[src/rtl/flash_cmd_pkg.sv]
// Package: shared codes and types for the flash command controller.
// Assumes an 8-bit data bus; command codes are fixed byte values.
package flash_cmd_pkg;

    localparam logic [7:0] CMD_READ_ARRAY  = 8'hFF;
    localparam logic [7:0] CMD_READ_STATUS = 8'h70;
    localparam logic [7:0] CMD_CLEAR_ERR   = 8'h50;
    localparam logic [7:0] CMD_PROGRAM     = 8'h40;
    localparam logic [7:0] CMD_ERASE       = 8'h20;
    localparam logic [7:0] CMD_BLK_CONFIRM = 8'hD0;

    typedef enum logic [1:0] {
        SEQ_FIRST      = 2'd0,
        SEQ_PROG_WAIT  = 2'd1,
        SEQ_ERASE_WAIT = 2'd2
    } seq_state_t;

    typedef enum logic {
        RD_ARRAY  = 1'b0,
        RD_STATUS = 1'b1
    } rd_mode_t;

endpackage

[src/rtl/flash_op_timer.sv]
// Module: flash_op_timer
// Counts the latency of a program or erase. On a start strobe it loads
// PROG_CYC or ERASE_CYC. Busy stays high for exactly that many cycles.
// Done pulses in the last busy cycle. Assumes starts only arrive while idle.
module flash_op_timer #(
    parameter int PROG_CYC  = 10,
    parameter int ERASE_CYC = 48
) (
    input  logic clk,
    input  logic rst_n,
    input  logic start,
    input  logic is_erase,
    output logic busy,
    output logic done
);
    localparam int TW = $clog2(ERASE_CYC + 1);

    logic [TW-1:0] cnt_q;

    // Load on start, count down to zero otherwise.
    always_ff @(posedge clk) begin
        if (!rst_n) begin
            cnt_q <= '0;
        end else if (start) begin
            cnt_q <= is_erase ? TW'(ERASE_CYC) : TW'(PROG_CYC);
        end else if (cnt_q != '0) begin
            cnt_q <= cnt_q - 1'b1;
        end
    end

    assign busy = (cnt_q != '0);
    assign done = (cnt_q == TW'(1));

    AST_START_IDLE: assert property (@(posedge clk) disable iff (!rst_n)
        start |-> !busy);
    AST_START_BUSY: assert property (@(posedge clk) disable iff (!rst_n)
        start |=> busy);
endmodule

[src/rtl/flash_cmd_decoder.sv]
// Module: flash_cmd_decoder
// Command state machine. It takes accepted bus writes, tracks the
// one- and two-cycle sequences, holds the read mode and the two error
// flags, and raises one-cycle start strobes. Assumes prog_fail only
// pulses while busy, so it never meets an accepted write.
module flash_cmd_decoder
    import flash_cmd_pkg::*;
(
    input  logic       clk,
    input  logic       rst_n,
    input  logic       wr_en,
    input  logic       rewrite_en,
    input  logic       busy,
    input  logic [7:0] wdata,
    input  logic       prog_fail,
    output rd_mode_t   mode,
    output logic       err_prog,
    output logic       err_erase,
    output logic       start_prog,
    output logic       start_blk,
    output logic       start_all
);
    seq_state_t state_q;
    rd_mode_t   mode_q;
    logic       err_prog_q, err_erase_q;
    logic       accept;

    assign accept = wr_en && rewrite_en && !busy;

    // Start strobes from the second cycle of a valid sequence.
    always_comb begin
        start_prog = 1'b0;
        start_blk  = 1'b0;
        start_all  = 1'b0;
        if (accept) begin
            if (state_q == SEQ_PROG_WAIT) begin
                start_prog = 1'b1;
            end else if (state_q == SEQ_ERASE_WAIT) begin
                start_all = (wdata == CMD_ERASE);
                start_blk = (wdata == CMD_BLK_CONFIRM);
            end
        end
    end

    // Sequence state, read mode and error flags.
    always_ff @(posedge clk) begin
        if (!rst_n) begin
            state_q     <= SEQ_FIRST;
            mode_q      <= RD_ARRAY;
            err_prog_q  <= 1'b0;
            err_erase_q <= 1'b0;
        end else begin
            if (prog_fail) begin
                err_prog_q <= 1'b1;
            end
            if (accept) begin
                case (state_q)
                    SEQ_FIRST: begin
                        case (wdata)
                            CMD_READ_ARRAY:  mode_q  <= RD_ARRAY;
                            CMD_READ_STATUS: mode_q  <= RD_STATUS;
                            CMD_CLEAR_ERR: begin
                                err_prog_q  <= 1'b0;
                                err_erase_q <= 1'b0;
                            end
                            CMD_PROGRAM:     state_q <= SEQ_PROG_WAIT;
                            CMD_ERASE:       state_q <= SEQ_ERASE_WAIT;
                            default: ;
                        endcase
                    end
                    SEQ_PROG_WAIT: begin
                        state_q <= SEQ_FIRST;
                        mode_q  <= RD_STATUS;
                    end
                    SEQ_ERASE_WAIT: begin
                        state_q <= SEQ_FIRST;
                        if (wdata == CMD_ERASE || wdata == CMD_BLK_CONFIRM) begin
                            mode_q <= RD_STATUS;
                        end else begin
                            err_prog_q  <= 1'b1;
                            err_erase_q <= 1'b1;
                            mode_q      <= RD_ARRAY;
                        end
                    end
                    default: state_q <= SEQ_FIRST;
                endcase
            end
        end
    end

    assign mode      = mode_q;
    assign err_prog  = err_prog_q;
    assign err_erase = err_erase_q;

    AST_OFF_IGNORED: assert property (@(posedge clk) disable iff (!rst_n)
        (wr_en && !rewrite_en) |=> ($stable(mode_q) && $stable(state_q)));
    AST_BUSY_IGNORED: assert property (@(posedge clk) disable iff (!rst_n)
        (wr_en && busy) |=> ($stable(mode_q) && $stable(state_q)));
    AST_CLEAR_FLAGS: assert property (@(posedge clk) disable iff (!rst_n)
        (accept && state_q == SEQ_FIRST && wdata == CMD_CLEAR_ERR)
        |=> (!err_prog_q && !err_erase_q));
    AST_BAD_CONFIRM: assert property (@(posedge clk) disable iff (!rst_n)
        (accept && state_q == SEQ_ERASE_WAIT && wdata != CMD_ERASE
         && wdata != CMD_BLK_CONFIRM)
        |=> (err_prog_q && err_erase_q && mode_q == RD_ARRAY));
    AST_ONE_START: assert property (@(posedge clk) disable iff (!rst_n)
        $onehot0({start_prog, start_blk, start_all}));
endmodule

[src/rtl/flash_array.sv]
// Module: flash_array
// Behavioural byte store. A start strobe latches the operation. The
// store is changed on the done pulse: a program ANDs the data into one
// byte and an erase sets a block, or everything, to 0xFF. Reads are
// combinational. Assumes a block is 2**BLK_AW bytes, aligned.
module flash_array #(
    parameter int AW     = 6,
    parameter int BLK_AW = 4
) (
    input  logic          clk,
    input  logic          rst_n,
    input  logic          start_prog,
    input  logic          start_blk,
    input  logic          start_all,
    input  logic [AW-1:0] op_addr,
    input  logic [7:0]    op_data,
    input  logic          op_done,
    input  logic [AW-1:0] rd_addr,
    output logic [7:0]    rd_byte,
    output logic          prog_fail
);
    localparam int DEPTH = 1 << AW;
    localparam int BW    = AW - BLK_AW;

    typedef enum logic [1:0] {OP_PROG, OP_BLK, OP_ALL} op_kind_t;

    logic [7:0]    mem [DEPTH];
    logic [AW-1:0] addr_q;
    logic [7:0]    data_q;
    op_kind_t      kind_q;

    // Latch the operation when it starts.
    always_ff @(posedge clk) begin
        if (!rst_n) begin
            addr_q <= '0;
            data_q <= 8'hFF;
            kind_q <= OP_PROG;
        end else if (start_prog || start_blk || start_all) begin
            addr_q <= op_addr;
            data_q <= op_data;
            kind_q <= start_prog ? OP_PROG : (start_blk ? OP_BLK : OP_ALL);
        end
    end

    // Apply the operation to the store on completion.
    always_ff @(posedge clk) begin
        if (!rst_n) begin
            for (int i = 0; i < DEPTH; i++) begin
                mem[i] <= 8'hFF;
            end
        end else if (op_done) begin
            for (int i = 0; i < DEPTH; i++) begin
                if (kind_q == OP_ALL) begin
                    mem[i] <= 8'hFF;
                end else if (kind_q == OP_BLK
                             && AW'(i) >> BLK_AW == AW'(addr_q[AW-1 -: BW])) begin
                    mem[i] <= 8'hFF;
                end else if (kind_q == OP_PROG && AW'(i) == addr_q) begin
                    mem[i] <= mem[i] & data_q;
                end
            end
        end
    end

    assign rd_byte   = mem[rd_addr];
    assign prog_fail = op_done && (kind_q == OP_PROG)
                       && ((mem[addr_q] & data_q) != data_q);

    AST_PROG_CLEARS_ONLY: assert property (@(posedge clk) disable iff (!rst_n)
        (op_done && kind_q == OP_PROG) |=> ((mem[addr_q] & ~data_q) == 8'h00));
    AST_ERASE_TARGET: assert property (@(posedge clk) disable iff (!rst_n)
        (op_done && kind_q != OP_PROG) |=> (mem[addr_q] == 8'hFF));
endmodule

[src/rtl/flash_cmd_ctrl.sv]
// Module: flash_cmd_ctrl (top)
// Connects the decoder, the latency timer and the array, and selects
// the read data (array byte or status byte). Assumes one bus write per
// clock at most and a synchronous active-low reset.
module flash_cmd_ctrl
    import flash_cmd_pkg::*;
#(
    parameter int AW        = 6,
    parameter int BLK_AW    = 4,
    parameter int PROG_CYC  = 10,
    parameter int ERASE_CYC = 48
) (
    input  logic          clk,
    input  logic          rst_n,
    input  logic          rewrite_en,
    input  logic [AW-1:0] bus_addr,
    input  logic [7:0]    wdata,
    input  logic          wr_en,
    input  logic          rd_en,
    output logic [7:0]    rdata,
    output logic          ready
);
    rd_mode_t   mode;
    logic       err_prog, err_erase;
    logic       start_prog, start_blk, start_all;
    logic       busy, done, prog_fail;
    logic [7:0] arr_byte, status_byte;

    flash_cmd_decoder u_dec (
        .clk        (clk),
        .rst_n      (rst_n),
        .wr_en      (wr_en),
        .rewrite_en (rewrite_en),
        .busy       (busy),
        .wdata      (wdata),
        .prog_fail  (prog_fail),
        .mode       (mode),
        .err_prog   (err_prog),
        .err_erase  (err_erase),
        .start_prog (start_prog),
        .start_blk  (start_blk),
        .start_all  (start_all)
    );

    flash_op_timer #(.PROG_CYC(PROG_CYC), .ERASE_CYC(ERASE_CYC)) u_tmr (
        .clk      (clk),
        .rst_n    (rst_n),
        .start    (start_prog || start_blk || start_all),
        .is_erase (start_blk || start_all),
        .busy     (busy),
        .done     (done)
    );

    flash_array #(.AW(AW), .BLK_AW(BLK_AW)) u_arr (
        .clk        (clk),
        .rst_n      (rst_n),
        .start_prog (start_prog),
        .start_blk  (start_blk),
        .start_all  (start_all),
        .op_addr    (bus_addr),
        .op_data    (wdata),
        .op_done    (done),
        .rd_addr    (bus_addr),
        .rd_byte    (arr_byte),
        .prog_fail  (prog_fail)
    );

    // Status byte layout: ready, 0, erase error, program error, 0000.
    assign status_byte = {!busy, 1'b0, err_erase, err_prog, 4'b0000};
    assign ready       = !busy;

    // Read data select.
    always_comb begin
        if (!rd_en) begin
            rdata = 8'h00;
        end else if (mode == RD_STATUS) begin
            rdata = status_byte;
        end else begin
            rdata = arr_byte;
        end
    end

    AST_BUSY_STATUS: assert property (@(posedge clk) disable iff (!rst_n)
        busy |-> (mode == RD_STATUS));
endmodule

[config.mk]
export PLATFORM = sky130hd
export DESIGN_NAME = flash_cmd_ctrl
export DESIGN_NICKNAME = d
export VERILOG_FILES = /design/src/rtl/flash_cmd_pkg.sv /design/src/rtl/flash_op_timer.sv /design/src/rtl/flash_cmd_decoder.sv /design/src/rtl/flash_array.sv /design/src/rtl/flash_cmd_ctrl.sv
export SDC_FILE = /design/constraint.sdc
export NUM_CORES = 1
export LEC_CHECK = 0
export BUFFER_PORTS_ARGS = -buffer_cell sky130_fd_sc_hd__buf_2
export CORE_MARGIN = 2
export CORE_UTILIZATION = 35
export CTS_BUF_LIST = sky130_fd_sc_hd__clkbuf_4 sky130_fd_sc_hd__clkbuf_8
export DETAILED_ROUTE_END_ITERATION = 10
export PLACE_DENSITY = 0.57
export SLEW_MARGIN = 20
export SYNTH_ARGS = -nofsm -noshare
export SYNTH_HDL_FRONTEND = slang
export SYNTH_SLANG_ARGS = --single-unit
[constraint.sdc]
create_clock -name clk -period 5.27 [get_ports clk]
set_input_delay 0.7905 -clock clk [delete_from_list [all_inputs] [get_ports clk]]
set_output_delay 0.7905 -clock clk [all_outputs]
set_load 0.02 [all_outputs]
# After elaboration in Yosys (flattened, before gate mapping)
# Memories as Yosys holds them, arrays and structs flattened. A register that Yosys moved wholly into a read port is not among the register bits.
# Index checks and enable logic that the tools add are counted.
# W data, S select, Z words.
[totals]
ff_bits = 27
ramBits = 512
out_inout_bits = 9
word_cells = 1068
memories = 1
[memory_table]
columns = ["name", "words", "word_bits", "rd", "rd_ports_with_merged_regs", "write_ports", "line_no", "rtl"]
rows = [
  ["u_arr.mem", 64, 8, 66, 1, 64, "flash_array.sv:27", "logic [7:0] mem [DEPTH];"],
]
[classes]
n_addsub = 1
n_eq_ne = 82
mux = 631
bitwise = 257
n_reduce_logical = 88
[op_table]
columns = ["cell", "n"]
rows = [
  ["$mux W8", 194],
  ["$and A8 B8 Y8", 65],
  ["$mux W1", 424],
  ["$eq A6 B6 Y1 const A", 32],
  ["$or A1 B1 Y1", 192],
  ["$eq A5 B6 Y1 const A", 16],
  ["$logic_and A1 B1 Y1", 72],
  ["$eq A4 B6 Y1 const A", 8],
  ["$mux W6", 5],
  ["$eq A3 B6 Y1 const A", 4],
  ["$eq A8 B7 Y1 const B", 3],
  ["$eq A8 B8 Y1 const B", 2],
  ["$eq A2 B6 Y1 const A", 2],
  ["$eq A8 B6 Y1 const B", 1],
  ["$ne A8 B8 Y1", 1],
  ["$eq A1 B6 Y1 const A", 1],
  ["$eq A6 B1 Y1 const B", 1],
  ["$logic_not A2 Y1", 3],
  ["$logic_not A6 Y1", 1],
  ["$mux W2", 3],
  ["$pmux W1 S2", 3],
  ["$reduce_bool A6 Y1", 1],
  ["$sub A6 B1 Y6 const B", 1],
  ["$eq A2 B1 Y1 const B", 2],
  ["other kinds (15)", 22],
]

# Longest topological paths before layout
[logic_depth]
ltp_word = 9
ltp_mapped = 12
mapped_depth_nobuf = 9

# Hierarchy
# Synthesis repeated with hierarchy kept, for this count alone.
[hier_totals]
cells_unflattened = 2222
hier_area_um2 = 30416.7
[modules_own_cells]
columns = ["mod", "n_inst", "cells_each", "area_each_um2", "seq_area_each_um2"]
rows = [
  ["flash_array", 1, 2105, 29493.3, 15815.2],
  ["flash_cmd_decoder", 1, 59, 456.7, 100.1],
  ["flash_op_timer", 1, 42, 357.8, 120.1],
  ["flash_cmd_ctrl", 1, 16, 108.9, 0.0],
]

# Least setup slack after synthesis
# OpenSTA, ideal clock, no wires.
[synth_path]
path_type = "input to output"
from = "input bus_addr[0]"
to = "output rdata[0]"
t_arrival_ns = 3.072
path_slack_ns = 1.408
cell_stages = 7
path_buffers = 3
path_cell_list = "clkbuf_1 -> buf_4 -> buf_2 -> mux4_2 -> mux4_2 -> mux4_2 -> nor2b_1"
[synth_via]
elab_chain_cells = 3
[synth_lines]
columns = ["element", "line_no", "rtl"]
rows = [
  ["start: declaration", "flash_cmd_ctrl.sv:16", "input logic [AW-1:0] bus_addr,"],
  ["$mem_v2 Z64 W8", "-", ""],
  ["$mux W8", "flash_cmd_ctrl.sv:76", "end else if (mode == RD_STATUS) begin"],
  ["$mux W8", "flash_cmd_ctrl.sv:74", "if (!rd_en) begin"],
  ["end: declaration", "flash_cmd_ctrl.sv:20", "output logic [7:0] rdata,"],
]
# Every way passes these cells.

# Worst setup path in the final report
[layout_path]
from = "input bus_addr[1]"
to = "output rdata[5]"
# Same word-level chain as after synthesis.

==> results.py <==
metrics = {
    "drt": {
        "residual_antenna_violating_net_count_after_detailed_routing": 0,
        "drtPass1Iterations": 6,
        "first_iter_violations": 3402,
        "wl_met2_mm": 45.9,
        "detail_route.wl_per_cell_um": 27.8,
        "post-route-drc-count": 0,
        "route.met3.wl_mm": 13.1,
        "topRoutingLayerUsed": "met5",
        "routed_wire_length_mm": 104,
        "vias": 22400,
        "route.layer.met1.wl_mm": 39.1,
        "post_drt_via_cell_ratio": 5.99,
    },
    "worst_setup_path": {
        "crit_path_cell_trace": "buf_6 > buf_4 > mux4_2 > mux4_2 > mux4_2 > mux2i_1 > nor2b_1 > buf_2",
        "critical-path-top-cell-by-count": "sky130_fd_sc_hd__mux4_2",
        "crit_path_max_fanout": 65,
        "critical_path.max_stage_delay_ns": 0.59,
        "crit_path_start_kind": "input pin",
        "crit_slowest_cell": "sky130_fd_sc_hd__mux4_2",
        "crit_arrival_ns": 3.61,
        "cp_data_required_time_ns": 4.48,
        "path_buf_inv": 3,
        "endpoint_kind": "primary output",
        "critical-path-top-delay-family": "multiplexers",
        "worst-setup-path-type": "input pin to primary output",
    },
    "die": {
        "core_um2": 84900,
        "die-height_um": 296,
        "std_cell_rows": 107,
        "die_x_um": 296,
        "effective_utilization_at_floorplan": 0.352,
        "io_pins": 28,
        "dieArea_um2": 87800,
    },
    "clock_tree": {
        "cts.repair_timing.setup_buffer_count": 0,
        "cts_root_buffer": "sky130_fd_sc_hd__clkbuf_8",
        "clock_path_buffers": 3,
        "worstSkewPairLatency_ns": 0.72,
        "ctsHoldBuffers": 0,
        "tritoncts": "done",
        "cts_made_buffers": 95,
        "htree_levels": 3,
        "cts_sinks": 545,
        "cts_resized": 0,
        "clkTransAtPathRegs_ns": 0.07,
    },
    "logic_synthesis": {
        "post_synth_xor_area_fraction": 0.00117,
        "yosys-mux-area-fraction": 0.236,
        "synthesis.yosys.warnings": 0,
        "synthArstFlopShare": 0,
        "synth_enable_flop_cells": 512,
        "synth_fp_nets": 2524,
        "dominant_combinational_cell_family_by_area_after_synthesis": "multiplexers",
        "top_reg_cell_synth": "sky130_fd_sc_hd__edfxtp_1",
        "synthAdderAreaFrac": 0.00251,
        "synth-seq-area-share": 0.536,
        "synth_compound_gate_area_share": 0.0318,
        "synth.cell_area_um2": 29900,
        "synth_area_per_cell_um2": 12.0,
        "synthesis.instances": 2499,
        "synthSimpleGateAreaFrac": 0.168,
        "synth_cell_type_count": 51,
        "synth_register_bits": 545,
    },
    "layout": {
        "commonest_cells_after_routing_fill_and_taps_aside": "sky130_fd_sc_hd__nand2_1 (1092), sky130_fd_sc_hd__edfxtp_1 (512), sky130_fd_sc_hd__mux4_2 (295), sky130_fd_sc_hd__clkbuf_8 (102), sky130_fd_sc_hd__nor2_1 (78)",
        "postLayoutCellArea_um2": 33400,
        "final_core_util": 0.393,
        "sequential_cell_area_um2": 16100,
        "fill_cells": 8097,
        "design.final.nets": 2542,
        "synthToLayoutAreaGrowth_pct": 11.5,
        "combined_area_of_the_multi_input_logic_cells_um2": 13100,
        "mostFrequentLayoutCell": "sky130_fd_sc_hd__nand2_1",
        "layout-drive-gt1-share": 0.216,
    },
    "timing": {
        "worst_pin_slew_ns": 1.19,
        "fin_worst_skew_ns": 0.0435,
        "number_of_slew_limit_violations_in_the_final_report": 0,
        "timing.final.crit_period_ns": 4.40,
        "slew-limit-headroom": 0.205,
        "fmaxAchievable_mhz": 227,
        "unrepaired_setup_endpoints_after_global_routing": "no",
        "final-hold-violation-count": 0,
        "setup-tns-final_ns": 0,
        "setup_viol": 0,
        "final_clock_period_utilization_by_the_worst_path": 0.835,
    },
    "pwr": {
        "cellLeakagePower_nw": 11.2,
        "cellPowerDensity_nw_per_um2": 281,
        "post_layout_total_power_w": 0.00937,
        "ir_drop_mv": 0.182,
    },
    "worst_hold_path": {
        "timing.hold.worst.class": "input pin to flop",
    },
    "grt": {
        "grt_first_pass_wirelength_mm": 151,
        "antenna_found_initial": 4,
        "grt_usage": 0.238,
        "global_route.overflow_total": 0,
        "vias_in_the_first_global_route": 21700,
        "grt_start_max_net_pins": 66,
    },
    "placed_design": {
        "port_buffers": 27,
        "post_dp_cell_area_um2": 31300,
        "dpl.hpwl_mm": 72.4,
        "gp_routability_congestion": 0.975,
    },
    "outcome": {
        "outcome": "finished clean",
    },
    "flow_run": {
        "drv.max_cap_violation_count": 0,
    },
}
[logic make-up (layout without fill, tap and decap cells)]
logic type | after synthesis | after routing
mux | 335 | 335
xor+xnor | 4 | 4
simple gates | 1276 | 1276
other cells | 0 | 3
buf+inv | 177 | 271
compound gates | 156 | 156
fa+ha+maj | 6 | 6
flops | 545 | 545
[final timing paths]
kind	cells after the start	from	slack (ns)	to
setup / recovery	8	bus_addr[1]	0.87	rdata[5]
hold / removal	3	wdata[1]	0.34	u_arr.data_q[1]$_SDFFE_PN1P_
hold reg to reg	2	u_dec.err_erase$_SDFFE_PN0P_	0.49	u_dec.err_erase$_SDFFE_PN0P_
setup reg to reg	8	flop	1.93	u_dec.err_prog$_SDFF_PN0_
[worst min-delay path, cell delays in order]
cell and delay [ns]:
sky130_fd_sc_hd__buf_2 0.11, sky130_fd_sc_hd__nand2_1 0.05, sky130_fd_sc_hd__nand3_1 0.07
[stage by stage]
stage | cells | setup WS, ns | hold WS (ns)
4_1_cts | 3737 | 0.897 | 0.291
6_report | 3740 | 0.871 | 0.338
5_1_grt | 3738 | 0.805 | 0.353
3_5_place_dp | 3564 | 0.899 | 0.462
2_1_floorplan | 2499 | 1.41 | 0.437
3_3_place_gp | 3564 | 0.992 | 0.454
[power by group]
part | leakage, nW | switching, W | internal [W]
Sequential | 3.73 | 0.0000157 | 0.00473
Clock | 1.05 | 0.00184 | 0.00234
Combinational | 6.37 | 0.000298 | 0.000147
[layer usage]
layer  global-route usage  vias up
met5                    0        -
met4                0.122        6
met3               0.0612      289
met2                0.356     1605
met1                0.319    11200
li1                     -     9242
[flip-flops by register name (all words and copies together) (netlist names), named ones only]
| register | cells |
|---|---|
| u_tmr.cnt_q | 6 |
| u_arr.data_q | 8 |
| u_dec.err_erase | 1 |
| u_dec.state_q | 2 |
| u_dec.err_prog | 1 |
| u_dec.mode | 1 |
| u_arr.addr_q | 6 |
| u_arr.mem | 512 |
| u_arr.kind_q | 2 |
[synth_stat cells (8+ instances only)]
cell type	count	share of area
sky130_fd_sc_hd__a21oi_1	14	0.0023
sky130_fd_sc_hd__a31oi_1	11	0.0023
sky130_fd_sc_hd__buf_1	9	0.0011
sky130_fd_sc_hd__buf_2	30	0.0050
sky130_fd_sc_hd__clkbuf_1	117	0.015
sky130_fd_sc_hd__dfxtp_1	33	0.022
sky130_fd_sc_hd__edfxtp_1	512	0.51
sky130_fd_sc_hd__inv_1	11	0.0014
sky130_fd_sc_hd__mux2_2	8	0.0030
sky130_fd_sc_hd__mux2i_1	32	0.011
sky130_fd_sc_hd__mux4_2	295	0.22
sky130_fd_sc_hd__nand2_1	1092	0.14
sky130_fd_sc_hd__nand3_1	38	0.0064
sky130_fd_sc_hd__nand4_1	12	0.0025
sky130_fd_sc_hd__nor2_1	78	0.0098
sky130_fd_sc_hd__nor2b_1	25	0.0052
sky130_fd_sc_hd__o21ai_0	76	0.013
[cell type report]
type                       count  area share
antenna                        3    0.000225
clock buffer                 133      0.0489
clock inverter                40      0.0110
timing repair buffer          86      0.0204
inverter                      12     0.00135
tap                         1144      0.0429
multi-input combinational   1777       0.394
sequential                   545       0.481
Note: power is estimated with default switching activity, not from simulation.
